### config.mk
export PLATFORM = sky130hd
export DESIGN_NAME = routing_seq_ctrl
export DESIGN_NICKNAME = d
export VERILOG_FILES = /design/src/rtl/routing_seq_pkg.sv /design/src/rtl/routing_iter_cnt.sv /design/src/rtl/routing_phase_decode.sv /design/src/rtl/routing_seq_ctrl.sv
export SDC_FILE = /design/constraint.sdc
export NUM_CORES = 1
export LEC_CHECK = 0
export ABC_AREA = 1
export BUFFER_PORTS_ARGS = -buffer_cell sky130_fd_sc_hd__buf_2
export CAP_MARGIN = 20
export CORE_MARGIN = 3
export CORE_UTILIZATION = 48
export DETAILED_ROUTE_END_ITERATION = 6
export HOLD_SLACK_MARGIN = 0.03
export PLACE_DENSITY_LB_ADDON = 0.12
export SLEW_MARGIN = 20
export SYNTH_ARGS = -nofsm -noshare
export SYNTH_HDL_FRONTEND = slang
export SYNTH_HIERARCHICAL = 1
export SYNTH_SLANG_ARGS = --single-unit
### constraint.sdc
create_clock -name clk -period 2.2 [get_ports clk]
set_input_delay 0.33 -clock clk [delete_from_list [all_inputs] [get_ports clk]]
set_output_delay 0.33 -clock clk [all_outputs]
set_load 0.1 [all_outputs]
### src/rtl/routing_seq_pkg.sv
package routing_seq_pkg;

    typedef enum logic [1:0] {
        ST_IDLE  = 2'd0,
        ST_FIRST = 2'd1,
        ST_UPD   = 2'd2,
        ST_SUM   = 2'd3
    } seq_state_t;

    localparam logic [1:0] ACT_NONE    = 2'b00;
    localparam logic [1:0] ACT_SQUASH  = 2'b01;
    localparam logic [1:0] ACT_SOFTMAX = 2'b10;

    typedef struct packed {
        seq_state_t state;
        logic       go;
        logic       fin;
    } seq_regs_t;

endpackage

### src/rtl/routing_iter_cnt.sv
module routing_iter_cnt #(
    parameter int IW = 4
) (
    input  logic          clk,
    input  logic          rst_n,
    input  logic          load,
    input  logic [IW-1:0] lim_in,
    input  logic          inc,
    input  logic          clear,
    output logic [IW-1:0] iter_o,
    output logic          last_o
);
    localparam logic [IW-1:0] ONE = IW'(1);

    logic [IW-1:0] iter_d, iter_q;
    logic [IW-1:0] lim_d, lim_q;

    always_comb begin
        iter_d = iter_q;
        lim_d  = lim_q;
        if (load) begin
            iter_d = ONE;
            lim_d  = (lim_in == '0) ? ONE : lim_in;
        end else if (clear) begin
            iter_d = '0;
        end else if (inc) begin
            iter_d = iter_q + ONE;
        end
    end

    always_ff @(posedge clk or negedge rst_n) begin
        if (!rst_n) begin
            iter_q <= '0;
            lim_q  <= ONE;
        end else begin
            iter_q <= iter_d;
            lim_q  <= lim_d;
        end
    end

    assign iter_o = iter_q;
    assign last_o = (iter_q >= lim_q);
endmodule

### src/rtl/routing_phase_decode.sv
module routing_phase_decode
    import routing_seq_pkg::*;
(
    input  seq_state_t state,
    input  logic       dp_valid,
    output logic       data_sel,
    output logic       coef_sel,
    output logic [1:0] act_sel,
    output logic       rbuf_region,
    output logic       rbuf_we,
    output logic       busy
);
    always_comb begin
        data_sel    = 1'b0;
        coef_sel    = 1'b0;
        act_sel     = ACT_NONE;
        rbuf_region = 1'b0;
        busy        = 1'b1;
        unique case (state)
            ST_FIRST: begin
                coef_sel = 1'b1;
                act_sel  = ACT_SQUASH;
            end
            ST_UPD: begin
                data_sel    = 1'b1;
                act_sel     = ACT_SOFTMAX;
                rbuf_region = 1'b1;
            end
            ST_SUM: begin
                data_sel = 1'b1;
                act_sel  = ACT_SQUASH;
            end
            default: busy = 1'b0;
        endcase
        rbuf_we = busy & dp_valid;
    end
endmodule

### src/rtl/routing_seq_ctrl.sv
module routing_seq_ctrl
    import routing_seq_pkg::*;
#(
    parameter int IW = 4
) (
    input  logic          clk,
    input  logic          rst_n,
    input  logic          start,
    input  logic [IW-1:0] num_iters,
    input  logic          dp_valid,
    input  logic          dp_done,
    output logic          phase_go,
    output logic          data_sel,
    output logic          coef_sel,
    output logic [1:0]    act_sel,
    output logic          rbuf_we,
    output logic          rbuf_region,
    output logic          busy,
    output logic [IW-1:0] iter_idx,
    output logic          done
);
    seq_regs_t r_d, r_q;
    logic      cnt_load, cnt_inc, cnt_clear, cnt_last;

    always_comb begin
        r_d       = r_q;
        r_d.go    = 1'b0;
        r_d.fin   = 1'b0;
        cnt_load  = 1'b0;
        cnt_inc   = 1'b0;
        cnt_clear = 1'b0;
        unique case (r_q.state)
            ST_IDLE: begin
                if (start) begin
                    r_d.state = ST_FIRST;
                    r_d.go    = 1'b1;
                    cnt_load  = 1'b1;
                end
            end
            ST_FIRST, ST_SUM: begin
                if (dp_done) begin
                    if (cnt_last) begin
                        r_d.state = ST_IDLE;
                        r_d.fin   = 1'b1;
                        cnt_clear = 1'b1;
                    end else begin
                        r_d.state = ST_UPD;
                        r_d.go    = 1'b1;
                        cnt_inc   = 1'b1;
                    end
                end
            end
            ST_UPD: begin
                if (dp_done) begin
                    r_d.state = ST_SUM;
                    r_d.go    = 1'b1;
                end
            end
            default: r_d.state = ST_IDLE;
        endcase
    end

    always_ff @(posedge clk or negedge rst_n) begin
        if (!rst_n) begin
            r_q <= '{state: ST_IDLE, go: 1'b0, fin: 1'b0};
        end else begin
            r_q <= r_d;
        end
    end

    routing_iter_cnt #(.IW(IW)) u_cnt (
        .clk    (clk),
        .rst_n  (rst_n),
        .load   (cnt_load),
        .lim_in (num_iters),
        .inc    (cnt_inc),
        .clear  (cnt_clear),
        .iter_o (iter_idx),
        .last_o (cnt_last)
    );

    routing_phase_decode u_dec (
        .state       (r_q.state),
        .dp_valid    (dp_valid),
        .data_sel    (data_sel),
        .coef_sel    (coef_sel),
        .act_sel     (act_sel),
        .rbuf_region (rbuf_region),
        .rbuf_we     (rbuf_we),
        .busy        (busy)
    );

    assign phase_go = r_q.go;
    assign done     = r_q.fin;
endmodule

---- Word-level counts from Yosys, hierarchy flattened ----
Cells that the tools add are included.
operators by class
  eq/ne operators ......................... 6
  $lt $le $gt $ge ......................... 1
  bitwise operators ....................... 1
  reductions and logical operators ........ 7
  add/sub/neg operators ................... 1
  muxes and demuxes ....................... 23
operators by type and width
  operator                                             count
  two-way mux 4 bit                                    5
  two-way mux 1 bit                                    13
  case mux 3 bit (3 select lines)                      1
  two-way mux 3 bit                                    2
  adder 4 x 1 -> 4 bit, second input constant          1
  equality test 2 bit, second input constant           2
  >= comparator 4 bit                                  1
  zero test 4 bit                                      1
  != test 2 bit, second input constant                 2
  case mux 2 bit (2 select lines)                      1
  OR reduction 2 bit                                   2
  AND reduction 3 bit                                  1
  nonzero test 3 bit                                   1
  OR reduction 3 bit                                   1
  equality test 2 x 1 -> 1 bit, second input constant  1
  zero test 2 bit                                      1
  two-way mux 2 bit                                    1
  != test 2 x 1 -> 1 bit, second input constant        1
  AND 1 bit                                            1
word-level totals
  output and inout bits ................... 13
  register bits ........................... 12

---- Longest topological paths before layout ----
  word-level depth ........................ 7
  gate-level depth with buffers ........... 14
  depth with buffers taken out ............ 14

---- Modules after synthesis ----
Netlist, hierarchy kept.
modules (own cells, without submodules)
  module                instances  area each (µm²)  seq. area each (µm²)  cells each
  routing_iter_cnt      1          455.4            201.4                 56
  routing_seq_ctrl      1          173.9            100.1                 19
  routing_phase_decode  1          50.0             0.0                   11

---- Least setup slack after synthesis ----
Ideal clock, no wire load.
  path type ............................... flip-flop to output port
  from .................................... register r_q[3] in the netlist's numbering
  to ...................................... output port act_sel[1]
  stages on the path, launching flop included .. 4
  setup slack ............................. -0.388 ns
  data arrival time ....................... 2.258 ns
  path buffers ............................ 1
  data required time ...................... 1.870 ns
  path through ............................ dfrtp_1 > inv_1 > nor2_1 > buf_4
on the way
  cells in the longest elaborated chain, start to end .. 3
RTL lines
  element                                                                     RTL line                    RTL
  start: declaration                                                          routing_seq_ctrl.sv:22      seq_regs_t r_d, r_q;
  start signal: assignment                                                    routing_seq_ctrl.sv:65      r_q <= '{state: ST_IDLE, go: 1'b0, fin: 1'b0};
  start signal: assignment                                                    routing_seq_ctrl.sv:67      r_q <= r_d;
  equality test 2 x 1 -> 1 bit / equality test 2 bit (equally long branches)  routing_phase_decode.sv:19  unique case (state)
  OR reduction 2 bit (no source line)                                         --
  case mux 2 bit (2 select lines) *                                           routing_phase_decode.sv:19
  end: declaration                                                            routing_seq_ctrl.sv:15      output logic [1:0] act_sel,
Every way passes the cells marked *; elsewhere a longest branch is shown, timed or not.

---- Worst setup path in the final report ----
  from .................................... register u_cnt.iter_q[1] (netlist: u_cnt/iter_o[1])
  to ...................................... register u_cnt.iter_q[3] (netlist: u_cnt/iter_o[3])
RTL lines
  element                              RTL line                RTL
  start: declaration                   routing_iter_cnt.sv:15  logic [IW-1:0] iter_d, iter_q;
  start signal: assignment             routing_iter_cnt.sv:36  iter_q <= iter_d;
  >= comparator 4 bit                  routing_iter_cnt.sv:42  assign last_o = (iter_q >= lim_q);
  net cnt_last                         routing_seq_ctrl.sv:23  logic cnt_load, cnt_inc, cnt_clear, cnt_last;
  two-way mux 1 bit                    routing_seq_ctrl.sv:42  if (cnt_last) begin
  two-way mux 1 bit                    routing_seq_ctrl.sv:41  if (dp_done) begin
  two-way mux 1 bit                    routing_seq_ctrl.sv:32  unique case (r_q.state)
  net cnt_inc                          routing_seq_ctrl.sv:23
  nonzero test 3 bit (no source line)  --
The timed path passes the listed nets, and every way through them passes these cells. The select of a mux whose other input is x is not followed.
A chain may end at the register's enable or synchronous reset.

==> summary.md <==
| Metric | Value |
|---|---|
| Crit Path Class | `reg -> reg` |
| Critical path's most frequent cell | `nand2_1` |
| Die height | `43.62 µm` |
| Critical-path maximum fanout | `5` |
| Worst slack, placed | `0.4337 ns` |
| Clk slew on worst S/H paths | `0.07 ns` |
| Vias | `578` |
| Final ANT Viol Nets | `0` |
| Total die area | `1903 µm²` |
| Htree depth | `1` |
| CTS Sinks | `12` |
| Worst Path Required | `2.37 ns` |
| 1st-iter DRT viols | `10` |
| Max incr delay on CP | `0.44 ns` |
| FMAX | `562.0 MHz` |
| Initial DRT Pass Iterations | `4` |
| Wirelength per Cell | `10.33 µm` |
| Core Region | `1216 µm²` |
| Family with the most delay on the worst path | `simple AND/OR/NAND/NOR gates` |
| Synth Register Bits | `12` |
| Setup_tns | `0 ns` |
| DR DRC count | `0` |
| Hold Vio Cnt, Final | `0` |
| Max_slew headroom | `0.6722` |
| CTS max path bufs | `2` |
| Post-CTS Setup Inserts | `0` |
| Final Skew | `0.004561 ns` |
| Rows | `12` |
| Initial antenna violation count | `0` |
| Vias per inst | `4.699` |
| Min cycle time layout | `1.779 ns` |
| Routed WL | `1.271 mm` |
| Warning count from the yosys run | `6` |
| Top-Level Pins | `22` |
| Count of cell types in the netlist | `17` |
| PortBufs | `21` |
| Clk_lat worst skew | `0.28 ns` |
| Initial Util | `0.5586` |
| Met1 GRT Util | `0.1990` |
| First-pass GRT wire length | `2.283 mm` |
| N_diodes | `0` |
| Max Cap Violations | `0` |
| Gpl congestion | `0.7610` |
| CP Capture Type | `flop` |
| Sequential share of the synthesized area | `0.4438` |
| Final WS setup | `0.4207 ns` |
| CP max-delay cell | `dfrtp_2` |
| Layout cell share with drive strength beyond 1 | `0.3670` |
| GRT Util Overall | `0.1672` |
| Worst-margin pin slew | `0.4951 ns` |
| Largest cells by area after synthesis | `dfrtp_1 (41%), nand2_1 (9.4%), ha_1 (9.2%), inv_1 (8.3%), nand3_1 (5.9%)` |
| CTS Buf Count | `3` |
| Met3 Resource Use GR | `0.07469` |
| Post-Synthesis Cells | `86` |
| # resized after CTS | `0` |
| Post-Synthesis Net Count | `100` |
| Status | `finished, final reports clean` |
| Met2 Use GR | `0.2674` |
| CTS tree | `yes` |
| Pin count of the biggest net entering global routing | `13` |
| Layout area overhead | `23.76%` |
| Hold WC Path Type | `in -> reg` |
| Yosys top cell area share | `0.4052` |
| CP Cell Sequence | `ha_1 -> inv_1 -> o21bai_1 -> nand2_1 -> nand3_1 -> inv_1 -> nand3_1 -> inv_1 -> nand2_1 -> nor2_2 -> nand2_1 -> nand2_1 -> nor2_1` |
| RSZ-0062 raised after global routing | `false` |
| Clock Tree Root | `clkbuf_4` |
| Buffers and inverters on the worst path | `3` |
| Tcrit/Tclk final | `0.8088` |
| Avg Cell Area, Syn | `7.900 µm²` |
| GRT overflow | `0` |
| Die W | `43.62 µm` |
| Vias in the first global route | `541` |
| Worst Hold Margin | `0.2697 ns` |
| Slew Limit Fails | `0` |
| Busiest grt layer | `met2` |
| Startpoint types | `flop` |
| Cell area after synthesis | `679.4 µm²` |
| Synth area leader | `dfrtp_1` |
| HPWL after DPL | `1.048 mm` |
| Setup violations, final | `0` |
| Nets | `124` |
| Critical Path AT | `1.95 ns` |
-- cells in the mapped netlist --
cell / count
dfrtp_1: 11
o21ai_0: 4
nand2_1: 17
nor2_1: 9
nand3_1: 8
clkbuf_1: 2
nor2_2: 4
o21bai_1: 1
buf_4: 1
dfstp_2: 1
nor3_2: 1
nor2_4: 1
inv_1: 15
inv_2: 2
nand3_2: 1
a21oi_1: 3
ha_1: 5
-- cells in the final DEF, fill, tap and decap left out, drive strengths merged --
cell type | netlist | final
buf | 1 | 21
nand2 | 17 | 17
inv | 17 | 17
nor2 | 14 | 14
dfrtp | 11 | 11
nand3 | 9 | 9
ha | 5 | 5
o21ai | 4 | 4
clkbuf | 2 | 4
a21oi | 3 | 3
nor3 | 1 | 1
dlygate4sd3 | 0 | 1
o21bai | 1 | 1
dfstp | 1 | 1
-- tightest hold or removal path: stages --
cell and delay (ns):
buf_2 0.07, nand2_1 0.04, nand3_1 0.07
-- metal layers --
metal	part of all wire	vias up	wire, µm
li1	-	311	-
met1	0.45	249	574
met2	0.47	16	603
met3	0.064	2	81
met4	0.0079	0	10
met5	0	-	0
-- registers in the layout, summed over array words and instances, names as in the netlist --
register and flops:
u_cnt/lim_q 4, phase_go 1, r_q 2, u_cnt/iter_o 4, done 1
-- layout make-up --
cell class              count  area, µm²
fillers                   101      375.4
flip-flops and latches     12      306.5
multi-input cells          54      301.5
repair buffers             22      115.1
inverters                  17      63.81
clock buffers               4      36.28
well taps                  14      17.52
-- path summary, 6_finish.rpt --
check	startpoint	end	slack, ns	depth (start not counted)
worst max-delay path	u_cnt/iter_o[1]$_DFFE_PN0P_	u_cnt/iter_o[3]$_DFFE_PN0P_	0.42	13
worst min-delay path	num_iters[0]	u_cnt/lim_q[0]$_DFFE_PN1P_	0.27	3
worst max register to register	u_cnt/iter_o[1]$_DFFE_PN0P_	u_cnt/iter_o[3]$_DFFE_PN0P_	0.42	13
worst min register to register	u_cnt/lim_q[0]$_DFFE_PN1P_	u_cnt/lim_q[0]$_DFFE_PN1P_	0.50	2
max in group asynchronous	rst_n	u_cnt/lim_q[0]$_DFFE_PN1P_	1.48	2
min in group asynchronous	rst_n	phase_go$_DFF_PN0_	0.45	2
-- kinds of logic (layout without fill, tap and decap cells) --
family | after synthesis | after routing | synth area share
AOI/OAI and AO/OA | 8 | 8 | 0.06261
buffers and inverters | 20 | 43 | 0.1160
and+or+nand+nor | 41 | 41 | 0.2854
DFF | 12 | 12 | 0.4438
adders and majority gates | 5 | 5 | 0.09208
-- metrics by stage --
step	util	instance area, µm²	std cells
after global routing	0.6914	840.8	123
final	0.6914	840.8	123
after detailed placement	0.6533	794.5	118
after floorplan	-	686.9	86
after global placement	0.6533	794.5	118
after CTS	0.6914	840.8	123
-- repair_timing --
| action | in CTS | in global routing |
|---|---|---|
| setup endpoints to repair | 0 | 0 |
| hold endpoints to repair | 11 | 0 |
| hold buffers | 1 | 0 |
Power is left out: the tool's default activity adds up to more than one toggle a clock period on the data nets, which glitch-free logic cannot reach.
